--- config.mk ---
export PLATFORM = sky130hd
export DESIGN_NAME = cmp_period_timer
export DESIGN_NICKNAME = d
export VERILOG_FILES = /design/src/rtl/cpt_pkg.sv /design/src/rtl/cpt_prescale.sv /design/src/rtl/cpt_counter.sv /design/src/rtl/cpt_outflag.sv /design/src/rtl/cmp_period_timer.sv
export SDC_FILE = /design/constraint.sdc
export NUM_CORES = 1
export LEC_CHECK = 0
export ABC_AREA = 1
export BUFFER_PORTS_ARGS = -buffer_cell sky130_fd_sc_hd__buf_2
export CORE_ASPECT_RATIO = 1.5
export CORE_MARGIN = 2
export CORE_UTILIZATION = 37
export DETAILED_ROUTE_END_ITERATION = 10
export HOLD_SLACK_MARGIN = 0.1
export PLACE_DENSITY = 0.61
export SLEW_MARGIN = 25
export SYNTH_ARGS = -nofsm -noshare
export SYNTH_HDL_FRONTEND = slang
export SYNTH_SLANG_ARGS = --single-unit
--- constraint.sdc ---
create_clock -name clk -period 4.05 [get_ports clk]
set_input_delay 1.215 -clock clk [delete_from_list [all_inputs] [get_ports clk]]
set_output_delay 1.215 -clock clk [all_outputs]
set_load 0.03 [all_outputs]
--- src/rtl/cpt_pkg.sv ---
// Shared constants and helpers for the compare-match period timer.
// Assumes callers size the prescale select to SEL_W bits.
package cpt_pkg;
    localparam int CNT_W  = 32;
    localparam int SEL_W  = 4;
    localparam int PS_MAX = 12;

    // Clamp a prescale exponent to the largest supported value.
    function automatic logic [SEL_W-1:0] clamp_sel(input logic [SEL_W-1:0] sel);
        return (sel > SEL_W'(PS_MAX)) ? SEL_W'(PS_MAX) : sel;
    endfunction
endpackage

--- src/rtl/cpt_prescale.sv ---
// Prescaler: produces a one-cycle tick every 2^N clocks while enabled.
// Assumes N is already meaningful up to PS_MAX; larger selects are capped.
// The divider count is held at zero while disabled, so enabling restarts it.
module cpt_prescale
    import cpt_pkg::*;
#(
    parameter int PMAX = PS_MAX
) (
    input  logic             clk,
    input  logic             rst_n,
    input  logic             en,
    input  logic [SEL_W-1:0] sel,
    output logic             tick
);
    localparam int PW = (PMAX > 0) ? PMAX : 1;

    logic [PW-1:0]    pcnt;
    logic [PW-1:0]    mask;
    logic [SEL_W-1:0] n_eff;

    // Compute the low-bit mask for the selected divide ratio.
    always_comb begin
        n_eff = (sel > SEL_W'(PMAX)) ? SEL_W'(PMAX) : sel;
        mask  = ~({PW{1'b1}} << n_eff);
        tick  = en && ((pcnt & mask) == mask);
    end

    // Free-run the divider while enabled, park it at zero otherwise.
    always_ff @(posedge clk) begin
        if (!rst_n)   pcnt <= '0;
        else if (en)  pcnt <= pcnt + 1'b1;
        else          pcnt <= '0;
    end

    AST_PRESC_RESTART: assert property (@(posedge clk) disable iff (!rst_n)
        $rose(en) |-> (pcnt == '0));
    AST_PRESC_PARK: assert property (@(posedge clk) disable iff (!rst_n)
        !en |=> (pcnt == '0));
endmodule

--- src/rtl/cpt_counter.sv ---
// Counter and match: advances on each tick and returns to zero on the tick
// where it equals the compare value, flagging a period end on that tick.
// Assumes tick is only high while enabled; load is honoured only when stopped.
module cpt_counter
    import cpt_pkg::*;
#(
    parameter int W = CNT_W
) (
    input  logic         clk,
    input  logic         rst_n,
    input  logic         en,
    input  logic         tick,
    input  logic         ld_stb,
    input  logic [W-1:0] ld_val,
    input  logic [W-1:0] cmp_val,
    output logic [W-1:0] count,
    output logic         evt,
    output logic         ld_take
);
    // Decode the period end and the accepted load.
    always_comb begin
        evt     = tick && (count == cmp_val);
        ld_take = !en && ld_stb;
    end

    // Update the count: load, restart on match, or step.
    always_ff @(posedge clk) begin
        if (!rst_n)        count <= '0;
        else if (ld_take)  count <= ld_val;
        else if (evt)      count <= '0;
        else if (tick)     count <= count + 1'b1;
    end

    AST_MATCH_ZERO: assert property (@(posedge clk) disable iff (!rst_n)
        (tick && count == cmp_val) |=> (count == '0));
    AST_STEP_ONE: assert property (@(posedge clk) disable iff (!rst_n)
        (tick && count != cmp_val) |=> (count == $past(count) + 1'b1));
    AST_HOLD_STOPPED: assert property (@(posedge clk) disable iff (!rst_n)
        (!en && !ld_stb) |=> $stable(count));
    AST_NO_TICK_STOPPED: assert property (@(posedge clk) disable iff (!rst_n)
        !en |-> !tick);
endmodule

--- src/rtl/cpt_outflag.sv ---
// Output pin and interrupt flag: flips the pin level at each period end when
// allowed, and holds a sticky flag that a set beats a same-cycle clear.
// Assumes evt is a single-cycle pulse and ld_rst comes only while stopped.
module cpt_outflag (
    input  logic clk,
    input  logic rst_n,
    input  logic evt,
    input  logic out_en,
    input  logic ld_rst,
    input  logic pol,
    input  logic clr,
    output logic pin,
    output logic pin_n,
    output logic flag
);
    logic flipped;

    // Track whether the pin is away from its idle level.
    always_ff @(posedge clk) begin
        if (!rst_n)              flipped <= 1'b0;
        else if (ld_rst)         flipped <= 1'b0;
        else if (evt && out_en)  flipped <= ~flipped;
    end

    // Sticky flag with set priority over clear.
    always_ff @(posedge clk) begin
        if (!rst_n)     flag <= 1'b0;
        else if (evt)   flag <= 1'b1;
        else if (clr)   flag <= 1'b0;
    end

    // Drive the pin pair from the idle level and the flip state.
    always_comb begin
        pin   = pol ^ flipped;
        pin_n = ~pin;
    end

    AST_FLAG_STICKY: assert property (@(posedge clk) disable iff (!rst_n)
        (flag && !clr) |=> flag);
    AST_SET_WINS: assert property (@(posedge clk) disable iff (!rst_n)
        evt |=> flag);
    AST_PIN_QUIET: assert property (@(posedge clk) disable iff (!rst_n)
        (!(evt && out_en) && !ld_rst) |=> $stable(flipped));
    AST_PIN_FLIP: assert property (@(posedge clk) disable iff (!rst_n)
        (evt && out_en && !ld_rst) |=> (flipped != $past(flipped)));
endmodule

--- src/rtl/cmp_period_timer.sv ---
// Top of the compare-match period timer: prescaler, counter with match
// restart, and the output/flag stage. Assumes all inputs are synchronous.
module cmp_period_timer
    import cpt_pkg::*;
(
    input  logic             clk,
    input  logic             rst_n,
    input  logic             en,
    input  logic [SEL_W-1:0] presc_sel,
    input  logic             pol,
    input  logic [CNT_W-1:0] cmp_val,
    input  logic             out_en,
    input  logic             ld_stb,
    input  logic [CNT_W-1:0] ld_val,
    input  logic             flag_clr,
    output logic             tmr_out,
    output logic             tmr_out_n,
    output logic             irq_flag,
    output logic [CNT_W-1:0] count
);
    logic tick;
    logic evt;
    logic ld_take;

    cpt_prescale #(.PMAX(PS_MAX)) u_presc (
        .clk   (clk),
        .rst_n (rst_n),
        .en    (en),
        .sel   (presc_sel),
        .tick  (tick)
    );

    cpt_counter #(.W(CNT_W)) u_cnt (
        .clk     (clk),
        .rst_n   (rst_n),
        .en      (en),
        .tick    (tick),
        .ld_stb  (ld_stb),
        .ld_val  (ld_val),
        .cmp_val (cmp_val),
        .count   (count),
        .evt     (evt),
        .ld_take (ld_take)
    );

    cpt_outflag u_out (
        .clk    (clk),
        .rst_n  (rst_n),
        .evt    (evt),
        .out_en (out_en),
        .ld_rst (ld_take),
        .pol    (pol),
        .clr    (flag_clr),
        .pin    (tmr_out),
        .pin_n  (tmr_out_n),
        .flag   (irq_flag)
    );

    AST_EVT_COUNT_ZERO: assert property (@(posedge clk) disable iff (!rst_n)
        evt |=> (count == '0 && irq_flag));
    AST_WRAP_SILENT: assert property (@(posedge clk) disable iff (!rst_n)
        (tick && count == '1 && cmp_val != '1) |=> (count == '0));
endmodule

# After elaboration in Yosys (flattened, before gate mapping)
# Cells that the tools add are included.
[word_totals]
latch_bits = 0
mem_count = 0
rom_bits = 0
register_bits = 46
mem_bits_rw = 0
out_inout_bits = 35
[classes]
mul = 0
n_eq_ne = 2
n_lt_le_gt_ge = 1
reduce_logical = 9
addsub = 2
n_bitwise = 6
n_div = 0
muxes = 6
shifts = 1
[ops]
columns = ["operator", "n"]
rows = [
  ["32-bit 2-to-1 mux", 3],
  ["32-bit by 1-bit adder with 32-bit output (second input constant)", 1],
  ["32-bit == test", 1],
  ["12-bit by 1-bit adder with 12-bit output (second input constant)", 1],
  ["12-bit AND", 1],
  ["12-bit == test", 1],
  ["12-bit NOT", 1],
  ["12-bit by 4-bit left shift with 12-bit output (first input constant)", 1],
  ["4-bit > comparator (second input constant)", 1],
  ["1-bit logical AND", 4],
  ["4-bit 2-to-1 mux", 1],
  ["1-bit NOT", 3],
  ["3-bit nonzero test", 1],
  ["1-bit 2-to-1 mux", 2],
  ["2-bit AND reduction", 1],
  ["2-bit nonzero test", 1],
  ["2-bit OR reduction", 1],
  ["1-bit zero test", 1],
  ["1-bit XOR", 1],
]

# Depth between registers and ports, before layout
[logic_depth]
depth_word = 10
ltp_mapped = 13

# By module
# A second synthesis with hierarchy kept.
[unflattened]
hier_cells = 757
area_unflattened_um2 = 4242.8
[by_module_without_submodules]
columns = ["module", "area_per_inst_um2", "n_inst", "cells_each", "seq_area_each_um2"]
rows = [
  ["cpt_counter", 3428.3, 1, 623, 640.6],
  ["cpt_prescale", 720.7, 1, 120, 240.2],
  ["cpt_outflag", 93.8, 1, 14, 40.0],
]

# Worst setup path before layout
# No wires, ideal clock.
[synth_path]
path_type = "input-to-output"
start = "input port pol"
end = "output port tmr_out"
n_path_buf = 0
slack_ps = 742
t_required_ps = 2835
arrival_ps = 2093
cell_stages = 2
path_cell_list = "xnor2_1 -> inv_1"
[synth_between]
elab_chain_len = 1
[synth_lines]
columns = ["element", "line_no", "source"]
rows = [
  ["start, declared", "cmp_period_timer.sv:10", "input logic pol,"],
  ["1-bit XOR", "cpt_outflag.sv:34", "pin = pol ^ flipped;"],
  ["end, declared", "cmp_period_timer.sv:16", "output logic tmr_out,"],
]
# Every way passes these cells.

# Final worst setup path
[layout_path]
start = "input port pol"
end = "output port tmr_out_n"
[layout_between]
elab_chain_len = 2
[layout_lines]
columns = ["element", "line_no", "source"]
rows = [
  ["1-bit XOR", "cpt_outflag.sv:34", ""],
  ["1-bit NOT", "cpt_outflag.sv:35", "pin_n = ~pin;"],
  ["end, declared", "cmp_period_timer.sv:17", "output logic tmr_out_n,"],
]
# Every way passes these cells.

==> summary.md <==
| Metric | Value |
|---|---|
| Setup crit end kind | primary output |
| Fin. max-slew vios | 0 |
| Synth Flop Type | dfxtp_1 |
| Initial antenna violation count | 0 |
| Leading post-synthesis cells by cell area | nand2_1, dfxtp_1, inv_1 |
| Core Region | 11000 µm² |
| Row cnt | 47 |
| First-pass GRT wire length | 20600 µm |
| Hpwl dp | 9670 µm |
| Nets | 916 |
| Share of layout cells above drive strength 1 | 0.190 |
| Post-synth top area share | 0.230 |
| RSZ-0062 raised after global routing | false |
| Clock tree sinks | 46 |
| Flop pwr share | 0.402 |
| Clk buf depth | 2 |
| Crit path max-delay family | buffers and inverters |
| Post-route DRC | 0 |
| Worst slew margin | 0.525 |
| Worst Skew | 0.00558 ns |
| # resized after CTS | 0 |
| Post-Syn Area | 4180 µm² |
| # hold bufs at CTS | 0 |
| Logic gate share of total power | 0.221 |
| Outcome | finished clean |
| CP bufs+invs | 2 |
| Fin. Hold Viols | 0 |
| Critical Path RT | 2.83 ns |
| Power per standard cell area | 257 nW/µm² |
| Sw Pwr | 406 µW |
| Final WL | 12500 µm |
| Starting Density | 0.380 |
| Vias | 4673 |
| Fmax | 0.343 GHz |
| Slowest CP cell | buf_2 |
| Post-route cell area | 4980 µm² |
| Min-Delay Path Class | reg2reg |
| IO Pins | 110 |
| Net Sw Frac | 0.317 |
| Largest net degree at the start of global routing | 35 |
| Die Ht | 134 µm |
| Mux contribution to synthesized area | 0.0527 |
| CTS Buf Count | 5 |
| FF-to-FF path depth | 11 |
| Adder-cell share of the synthesized area | 0.00599 |
| Dpl cell area | 4810 µm² |
| Port-buffer cells | 109 |
| Measured slew at the worst slew-check pin | 0.711 ns |
| Avg Inst Size Synth | 5.62 µm² |
| Slowest cell delay on critical path | 0.23 ns |
| CP Cell Sequence | buf_2 -> xnor2_1 -> buf_2 |
| Number of synthesized flops with an enable pin | 0 |
| Htree depth | 2 |
| Final clock period utilization by the worst path | 0.720 |
| Vias in the first global route | 4419 |
| Total power | 1.28 mW |
| CTS tree | yes |
| Die width | 90.8 µm |
| Clock power frac | 0.377 |
| Dpl ws | 1.13 ns |
| 1st-pass router iterations | 5 |
| Post-synthesis sequential area ratio | 0.220 |
| Layout Cells excl Fill | 987 |
| Final TNS setup | 0 ns |
| WL/cell | 12.7 µm |
| WP depth | 3 |
| Max VDD drop | 0.000141 V |
| Maxcap violations | 0 |
| Tmin final | 2.91 ns |
| Warning count from the yosys run | 0 |
| Gr ovfl total | 0 |
| Synth top cells by count | nand2_1, inv_1, nor2_1 |
| Largest area contributor in the netlist | nand2_1 |
| Worst Slack Setup Final | 1.14 ns |
| DRT iter0 DRCs | 225 |
| Vias per inst | 4.73 |
| Post-synthesis compound-gate area fraction | 0.0940 |
| XOR/XNOR Fraction of Synth Area | 0.0252 |
| Cell-internal power | 874 µW |
| P&R area growth vs syn | 19.2% |
| Setup Fix Bufs, Post-CTS | 0 |
| Overall Global Routing Usage | 0.206 |
| Hold Path Depth | 1 |
| Largest family of logic cells by synthesized area | simple AND/OR/NAND/NOR gates |
| Crit-path most repeated cell | buf_2 |
| Synth Register Bits | 46 |
| GPL Wtd Cong | 0.908 |
| Post-Syn Instances | 744 |
| Post-Route Utilization | 0.453 |
| Critical Path AT | 1.70 ns |
| Static leakage | 2.62 nW |
| Dpl cells | 979 |
| Critical Path Start Type | input port |
| Setup-failing EPs final | 0 |
| Synth Area in Simple Gates | 0.468 |
| Reg clk slew, reported paths | 0.07 ns |
| ANT cells | 0 |
| Asr flop ratio synth | 0 |
| Post-route ant nets | 0 |
| Crit-path max FO | 2 |
| Synth cell types | 32 |
| Clk_lat worst skew | 0.29 ns |
| Die ar. | 12200 µm² |
| Critical path class | in2out |
| Clock Tree Root | clkbuf_16 |
| Worst hold slack | 0.474 ns |
| Most frequent cell after synthesis | nand2_1 |
| Synthesized Nets | 821 |
[layout make-up]
type / instances / area (µm²)
Inverter: 114 / 430
Clock buffer: 6 / 129
Clock inverter: 2 / 37.5
Timing Repair Buffer: 112 / 581
Multi-Input combinational cell: 560 / 2700
Tap cell: 147 / 184
Sequential cell: 46 / 921
Fill cell: 1247 / 6020
[sequential cells by signal, summed over array words and instances (netlist names)]
register       flops
u_cnt.count       32
u_out.flag         1
u_out.flipped      1
u_presc.pcnt      12
[power by group through the flow]
stage | registers [mW] | clock network [mW] | logic [mW]
final | 0.514 | 0.483 | 0.283
after global routing | 0.519 | 0.507 | 0.320
after CTS | 0.514 | 0.488 | 0.285
after detailed placement | 0.525 | 0 | 0.284
after global placement | 0.525 | 0 | 0.283
after floorplan | 0.547 | 0 | 0.161
[routing by layer]
layer / track usage / vias to the layer above / part of all wire
met5: 0 / - / 0
met4: 0.0667 / 0 / 0.021
met3: 0.0258 / 21 / 0.038
met1: 0.233 / 2057 / 0.41
li1: - / 2485 / -
met2: 0.396 / 110 / 0.53
[layout by cell type, fill, tap and decap left out, types with 2 or more instances in the layout]
master,n
nand2_2,5
dfxtp_1,46
xor2_1,5
xnor2_1,7
nor2_1,99
nor2_8,2
nand2_1,256
ha_1,2
nand4_1,14
a21oi_2,4
inv_2,8
o21ai_0,20
clkbuf_16,5
a21oi_1,42
nand2_4,5
buf_4,2
o21ai_1,8
nor3_1,5
buf_2,109
nand3_1,44
mux2i_1,22
nor2_4,5
inv_1,105
nor2_2,9
[cells by family after synthesis]
kind of cell | Yosys count
xor gates and xnor gates | 12
buffers and inverters | 138
AOI/OAI and AO/OA | 75
muxes | 22
DFF | 46
adders and majority gates | 2
and+or+nand+nor | 449
[worst paths after layout]
check                          startpoint                      endpoint  slack, ns
max                                   pol                     tmr_out_n       1.14
min            u_presc.pcnt[0]$_SDFF_PN0_    u_presc.pcnt[0]$_SDFF_PN0_       0.47
max reg2reg  u_cnt.count[21]$_SDFFE_PN0P_  u_cnt.count[13]$_SDFFE_PN0P_       2.14
min reg2reg    u_presc.pcnt[0]$_SDFF_PN0_    u_presc.pcnt[0]$_SDFF_PN0_       0.47
Note: power is estimated with default switching activity, not from simulation.
